**src/rtl/sg_pkg.sv**
```systemverilog
package sg_pkg;
  typedef enum logic [2:0] {
    ST_IDLE, ST_EMIT, ST_DRAIN, ST_FIN, ST_RD, ST_WR, ST_DONE
  } sg_state_e;

  function automatic logic [31:0] bswap32(input logic [31:0] v);
    return {v[7:0], v[15:8], v[23:16], v[31:24]};
  endfunction
endpackage

```
**src/rtl/sg_chunk.sv**
```systemverilog
module sg_chunk (
  input  logic [15:0] addr_lo_i,
  input  logic [31:0] rem_i,
  output logic [31:0] chunk_o
);
  logic [16:0] span;
  assign span    = 17'h10000 - {1'b0, addr_lo_i};
  assign chunk_o = (rem_i < {15'b0, span}) ? rem_i : {15'b0, span};
endmodule

```
**src/rtl/sg_desc_word.sv**
```systemverilog
module sg_desc_word #(
  parameter bit BIG_ENDIAN = 1'b1
) (
  input  logic [1:0]  sel_i,
  input  logic [31:0] addr_i,
  input  logic [15:0] len_i,
  output logic [31:0] word_o
);
  logic [31:0] val;
  always_comb begin
    unique case (sel_i)
      2'd1:    val = addr_i;
      2'd3:    val = {16'b0, len_i};
      default: val = '0;
    endcase
  end

  generate
    if (BIG_ENDIAN) begin : g_swap
      assign word_o = sg_pkg::bswap32(val);
    end else begin : g_native
      assign word_o = val;
    end
  endgenerate
endmodule

```
**src/rtl/sg_desc_gen.sv**
```systemverilog
module sg_desc_gen #(
  parameter int unsigned MAX_DESC   = 64,
  parameter bit          BIG_ENDIAN = 1'b1,
  localparam int unsigned CNT_W     = $clog2(MAX_DESC + 1),
  localparam int unsigned TBL_AW    = $clog2(MAX_DESC) + 2
) (
  input  logic              clk_i,
  input  logic              rst_ni,
  input  logic              seg_valid_i,
  output logic              seg_ready_o,
  input  logic [31:0]       seg_addr_i,
  input  logic [31:0]       seg_len_i,
  input  logic              seg_last_i,
  output logic              tbl_we_o,
  output logic              tbl_re_o,
  output logic [TBL_AW-1:0] tbl_addr_o,
  output logic [31:0]       tbl_wdata_o,
  input  logic [31:0]       tbl_rdata_i,
  output logic              done_o,
  output logic              ok_o,
  output logic [CNT_W-1:0]  count_o
);
  import sg_pkg::*;

  localparam logic [31:0] EOL_MASK = BIG_ENDIAN ? 32'h0000_0080 : 32'h8000_0000;

  sg_state_e        state_q;
  logic [31:0]      addr_q, rem_q, chunk;
  logic [CNT_W-1:0] cnt_q, res_cnt_q;
  logic [1:0]       widx_q;
  logic             last_q, fail_q, ok_q;
  logic [31:0]      desc_word;
  logic             accept, full;

  sg_chunk u_chunk (
    .addr_lo_i (addr_q[15:0]),
    .rem_i     (rem_q),
    .chunk_o   (chunk)
  );

  sg_desc_word #(.BIG_ENDIAN(BIG_ENDIAN)) u_word (
    .sel_i  (widx_q),
    .addr_i (addr_q),
    .len_i  (chunk[15:0]),
    .word_o (desc_word)
  );

  assign seg_ready_o = (state_q == ST_IDLE) || (state_q == ST_DRAIN);
  assign accept      = seg_valid_i && seg_ready_o;
  assign full        = (cnt_q == CNT_W'(MAX_DESC));

  always_comb begin
    tbl_we_o    = 1'b0;
    tbl_re_o    = 1'b0;
    tbl_addr_o  = TBL_AW'({cnt_q, widx_q});
    tbl_wdata_o = desc_word;
    unique case (state_q)
      ST_EMIT: tbl_we_o = !(widx_q == 2'd0 && full);
      ST_RD: begin
        tbl_re_o   = 1'b1;
        tbl_addr_o = TBL_AW'({cnt_q - CNT_W'(1), 2'b11});
      end
      ST_WR: begin
        tbl_we_o    = 1'b1;
        tbl_addr_o  = TBL_AW'({cnt_q - CNT_W'(1), 2'b11});
        tbl_wdata_o = tbl_rdata_i | EOL_MASK;
      end
      default: ;
    endcase
  end

  always_ff @(posedge clk_i or negedge rst_ni) begin
    if (!rst_ni) begin
      state_q   <= ST_IDLE;
      addr_q    <= '0;
      rem_q     <= '0;
      cnt_q     <= '0;
      res_cnt_q <= '0;
      widx_q    <= '0;
      last_q    <= 1'b0;
      fail_q    <= 1'b0;
      ok_q      <= 1'b0;
    end else begin
      unique case (state_q)
        ST_IDLE: if (accept) begin
          addr_q <= seg_addr_i;
          rem_q  <= seg_len_i;
          last_q <= seg_last_i;
          widx_q <= '0;
          if (seg_len_i == '0) state_q <= seg_last_i ? ST_FIN : ST_DRAIN;
          else                 state_q <= ST_EMIT;
        end
        ST_EMIT: begin
          if (widx_q == 2'd0 && full) begin
            fail_q  <= 1'b1;
            state_q <= last_q ? ST_FIN : ST_DRAIN;
          end else begin
            widx_q <= widx_q + 2'd1;
            if (widx_q == 2'd3) begin
              cnt_q  <= cnt_q + CNT_W'(1);
              addr_q <= addr_q + chunk;
              rem_q  <= rem_q - chunk;
              if (rem_q == chunk) state_q <= last_q ? ST_FIN : ST_IDLE;
            end
          end
        end
        ST_DRAIN: if (accept && seg_last_i) state_q <= ST_FIN;
        ST_FIN: begin
          if (fail_q || cnt_q == '0) begin
            ok_q      <= 1'b0;
            res_cnt_q <= '0;
            state_q   <= ST_DONE;
          end else begin
            ok_q      <= 1'b1;
            res_cnt_q <= cnt_q;
            state_q   <= ST_RD;
          end
        end
        ST_RD:   state_q <= ST_WR;
        ST_WR:   state_q <= ST_DONE;
        ST_DONE: begin
          cnt_q   <= '0;
          fail_q  <= 1'b0;
          state_q <= ST_IDLE;
        end
        default: state_q <= ST_IDLE;
      endcase
    end
  end

  assign done_o  = (state_q == ST_DONE);
  assign ok_o    = ok_q;
  assign count_o = res_cnt_q;
endmodule

```
**config.mk**
```make
export PLATFORM = sky130hd
export DESIGN_NAME = sg_desc_gen
export DESIGN_NICKNAME = d
export VERILOG_FILES = /design/src/rtl/sg_pkg.sv /design/src/rtl/sg_chunk.sv /design/src/rtl/sg_desc_word.sv /design/src/rtl/sg_desc_gen.sv
export SDC_FILE = /design/constraint.sdc
export NUM_CORES = 1
export LEC_CHECK = 0
export ABC_CLOCK_PERIOD_IN_PS = 11100
export BUFFER_PORTS_ARGS = -buffer_cell sky130_fd_sc_hd__buf_2
export CAP_MARGIN = 30
export CORE_MARGIN = 2
export CORE_UTILIZATION = 45
export CTS_BUF_LIST = sky130_fd_sc_hd__clkbuf_8
export DETAILED_ROUTE_END_ITERATION = 6
export HOLD_SLACK_MARGIN = 0.03
export PLACE_DENSITY = 0.68
export SKIP_LAST_GASP = 1
export SLEW_MARGIN = 20
export SYNTH_ARGS = -nofsm -noshare
export SYNTH_HDL_FRONTEND = slang
export SYNTH_SLANG_ARGS = --single-unit
```
**constraint.sdc**
```tcl
create_clock -name clk_i -period 11.1 [get_ports clk_i]
set_input_delay 2.22 -clock clk_i [delete_from_list [all_inputs] [get_ports clk_i]]
set_output_delay 2.22 -clock clk_i [all_outputs]
set_load 0.005 [all_outputs]
```
==> impl_metrics.csv <==
group,metric,value,unit
cts,cts-root-buf,"clkbuf_8",
floorplan,die_area,19900,um^2
pwr,power_leakage,4.51,nW
floorplan,initial_core_util,0.455,
global_routing,grt_max_degree,91,
cts,clock_path_buffers,2,
drt,vias,8733,
drt,dr.first_iter.drc_count,527,
finish,area_delta_synth_final,14.2,%
timing,finalCritPeriodShare,0.672,
finish,layout_commonest_cell,"nand2_1",
pwr,power_density,336,nW/um^2
cts,cts_setup_buffers,0,
finish,nFillCells,1855,
global_routing,grt_usage,0.249,
drt,drc,0,
global_routing,grt_pass1_wl,40100,um
yosys,synthArstFlopShare,1.00,
critical_path,cp.arrival,5240,ps
critical_path,cpPeakStageDelay,650,ps
yosys,synth_top_area_share,0.255,
placement,port_buffers,150,
drt,post_drt_wl_per_cell,16.6,um
drt,antenna_left,0,
critical_path,critical_path_required,8880,ps
global_routing,overflow,0,
critical_path,crit_path_frequent_cell,"nor4_1",
critical_path,critPathKind,"reg2out",
critical_path,slowest_stage,"a2111oi_0",
placement,dp_cells,1490,
critical_path,cp_max_fo,19,
cts,cts_tree,"done",
cts,worstSkewPairLatency,400,ps
critical_path,timing.critical_path.to_type,"output port",
yosys,ys_seq_elements,86,
yosys,synth_top_family_by_area,"simple AND/OR/NAND/NOR gates",
critical_path,start_kind,"flop",
cts,cts_buffers,9,
drt,avgViaCountPerCell,5.79,
yosys,ys_types,72,
finish,diodes,0,
pwr,finalPower,0.00325,W
floorplan,row_count,50,
finish,drive_gt1_frac,0.159,
timing,setup_viol,0,
cts,clock_sinks,86,
timing,worst_slew_pin_slew,860,ps
floorplan,num_io_pins,152,
yosys,synth.area.top_cells,"dfrtp_1 (25%), ha_1 (10%), nand2_1 (8.3%), a21oi_1 (5.0%), nor2_1 (4.5%)",
timing,max_freq,134,MHz
yosys,ys_seq_area_frac,0.255,
finish,nets,1440,
pwr,ir_worst_vdd,126,uV
timing,setup-tns-final,0,ps
global_routing,grt_pass1_vias,7994,
outcome,outcome,"finished, final reports clean",
placement,placed_cell_area,9420,um^2
yosys,yosys_most_used_dff,"dfrtp_1",
timing,finalHoldViolCount,0,
yosys,yosysTopAreaCell,"dfrtp_1",
timing,clock_skew,19.3,ps
drt,finalWirelength,25000,um
yosys,synthCells,1142,
cts,clk_pin_slew,100,ps
hold_path,worst_hold_path_type,"reg2reg",
timing,max_slew_margin,0.424,
timing,period_needed,7460,ps
drt,dr.pass1.iters,6,
finish,final_cell_mix,"nand2_1 (185), buf_2 (149), nor2_1 (101)",
critical_path,crit_chain,"nor4_1 -> nand2_1 -> or3_1 -> nor4_1 -> xor2_1 -> ha_1 -> nand4_1 -> a2111oi_0 -> o31a_1 -> a311o_1 -> a2111oi_4 -> buf_4 -> mux2i_1 -> o22ai_1 -> buf_2",
finish,stdcell_area,9650,um^2
global_routing,antenna_found_initial,0,
yosys,synth_compound_area_frac,0.236,
placement,dp.final_hpwl,18100,um
flow_run,drv_cap,0,
yosys,synth-xor-area-share,0.0559,
floorplan,fp.coreArea,18600,um^2
cts,cts_resized,0,
timing,final-max-slew-violation-count,0,
cts,ctsHtreeMaxLevel,3,
yosys,ys_warn_count,0,
floorplan,die_x,141,um
yosys,syn_avg_cell_area,7.40,um^2
cts,holdBufCountCts,0,
yosys,synthMuxAreaShare,0.0299,
placement,gp_congestion,0.912,
timing,rsz0062_at_grt,"false",
yosys,synth_fa_ha_area_frac,0.108,
yosys,synth_edf_count,0,
floorplan,die_h,141,um
yosys,synth_area,8460,um^2
finish,finalNonFillerCells,1507,
finish,final_util,0.520,
yosys,synthSimpleGateAreaFrac,0.263,
stage by stage:
stage	setup slack, ps	hold slack (ps)
2_1_floorplan	4640	455
3_3_place_gp	4200	459
3_5_place_dp	4050	465
4_1_cts	3690	490
5_1_grt	3400	519
6_report	3640	485
critical path: cells and delay by family, from the launching register on:
kind | cells | cell delay, ps
and+or+nand+nor | 5 | 1560
buffers and inverters | 2 | 410
adders and majority gates | 1 | 330
DFF | 1 | 480
muxes | 1 | 560
xor gates and xnor gates | 1 | 140
AOI/OAI and AO/OA | 5 | 1360
power by group:
| part | switching (W) | internal (W) |
|---|---|---|
| Sequential | 0.000193 | 0.000452 |
| Clock | 0.000141 | 0.000114 |
| Combinational | 0.00138 | 0.000970 |
layer usage:
| metal | global-route usage | part of all wire | vias to the layer above |
|---|---|---|---|
| met1 | 0.346 | 0.46 | 4062 |
| met3 | 0.0275 | 0.060 | 34 |
| met5 | 0 | 0 | - |
| met4 | 0.0789 | 0.020 | 0 |
| li1 | - | - | 4361 |
| met2 | 0.407 | 0.46 | 276 |
cells by family after synthesis:
kind of cell	Yosys count
simple gates	477
compound gates	312
buf+inv	116
flops	86
fa+ha+maj	72
xor+xnor	54
mux	24
other cells	1
state kept, by name, indices dropped and copies added, names as in the netlist:
signal   flops
cnt_q        7
count_o      7
last_q       1
rem_q       32
ok_o         1
widx_q       2
addr_q      32
state_q      3
fail_q       1
worst paths after layout:
| path | from | end | slack, ps | cells after the start |
|---|---|---|---|---|
| hold reg to reg | count_o[0]$_DFFE_PN0P_ | count_o[0]$_DFFE_PN0P_ | 480 | 2 |
| hold / removal | count_o[0]$_DFFE_PN0P_ | count_o[0]$_DFFE_PN0P_ | 480 | 2 |
| setup reg to reg | addr_q[4]$_DFFE_PN0P_ | rem_q[29]$_DFFE_PN0P_ | 3910 | 22 |
| max in group asynchronous | rst_ni | addr_q[15]$_DFFE_PN0P_ | 8200 | 2 |
| setup / recovery | addr_q[4]$_DFFE_PN0P_ | tbl_wdata_o[25] | 3640 | 15 |
| min in group asynchronous | rst_ni | rem_q[19]$_DFFE_PN0P_ | 1830 | 1 |
synth_stat cells, drive strengths merged, types with 9 or more instances:
master	instances
mux2	10
o21a	9
nor2b	9
clkbuf	52
inv	57
ha	70
nor3	32
o22ai	20
nand2b	10
o21ai	67
mux2i	14
xor2	22
and3	13
nand3	54
xnor2	32
nand4	16
or3	9
a21oi	85
a31oi	28
a21o	16
dfrtp	86
nand2	186
o211ai	15
nor2	101
nor4	18
area by class of cell:
cell class              instances  area, um^2  share of cell area
clock buffers                  10         138              0.0143
clock inverters                 6        72.6             0.00752
inverters                      57         214              0.0222
multi-input cells             953        5930               0.614
flip-flops and latches         86        2150               0.223
well taps                     234         293              0.0303
repair buffers                161         856              0.0887
Note: power is estimated with default switching activity, not from simulation.
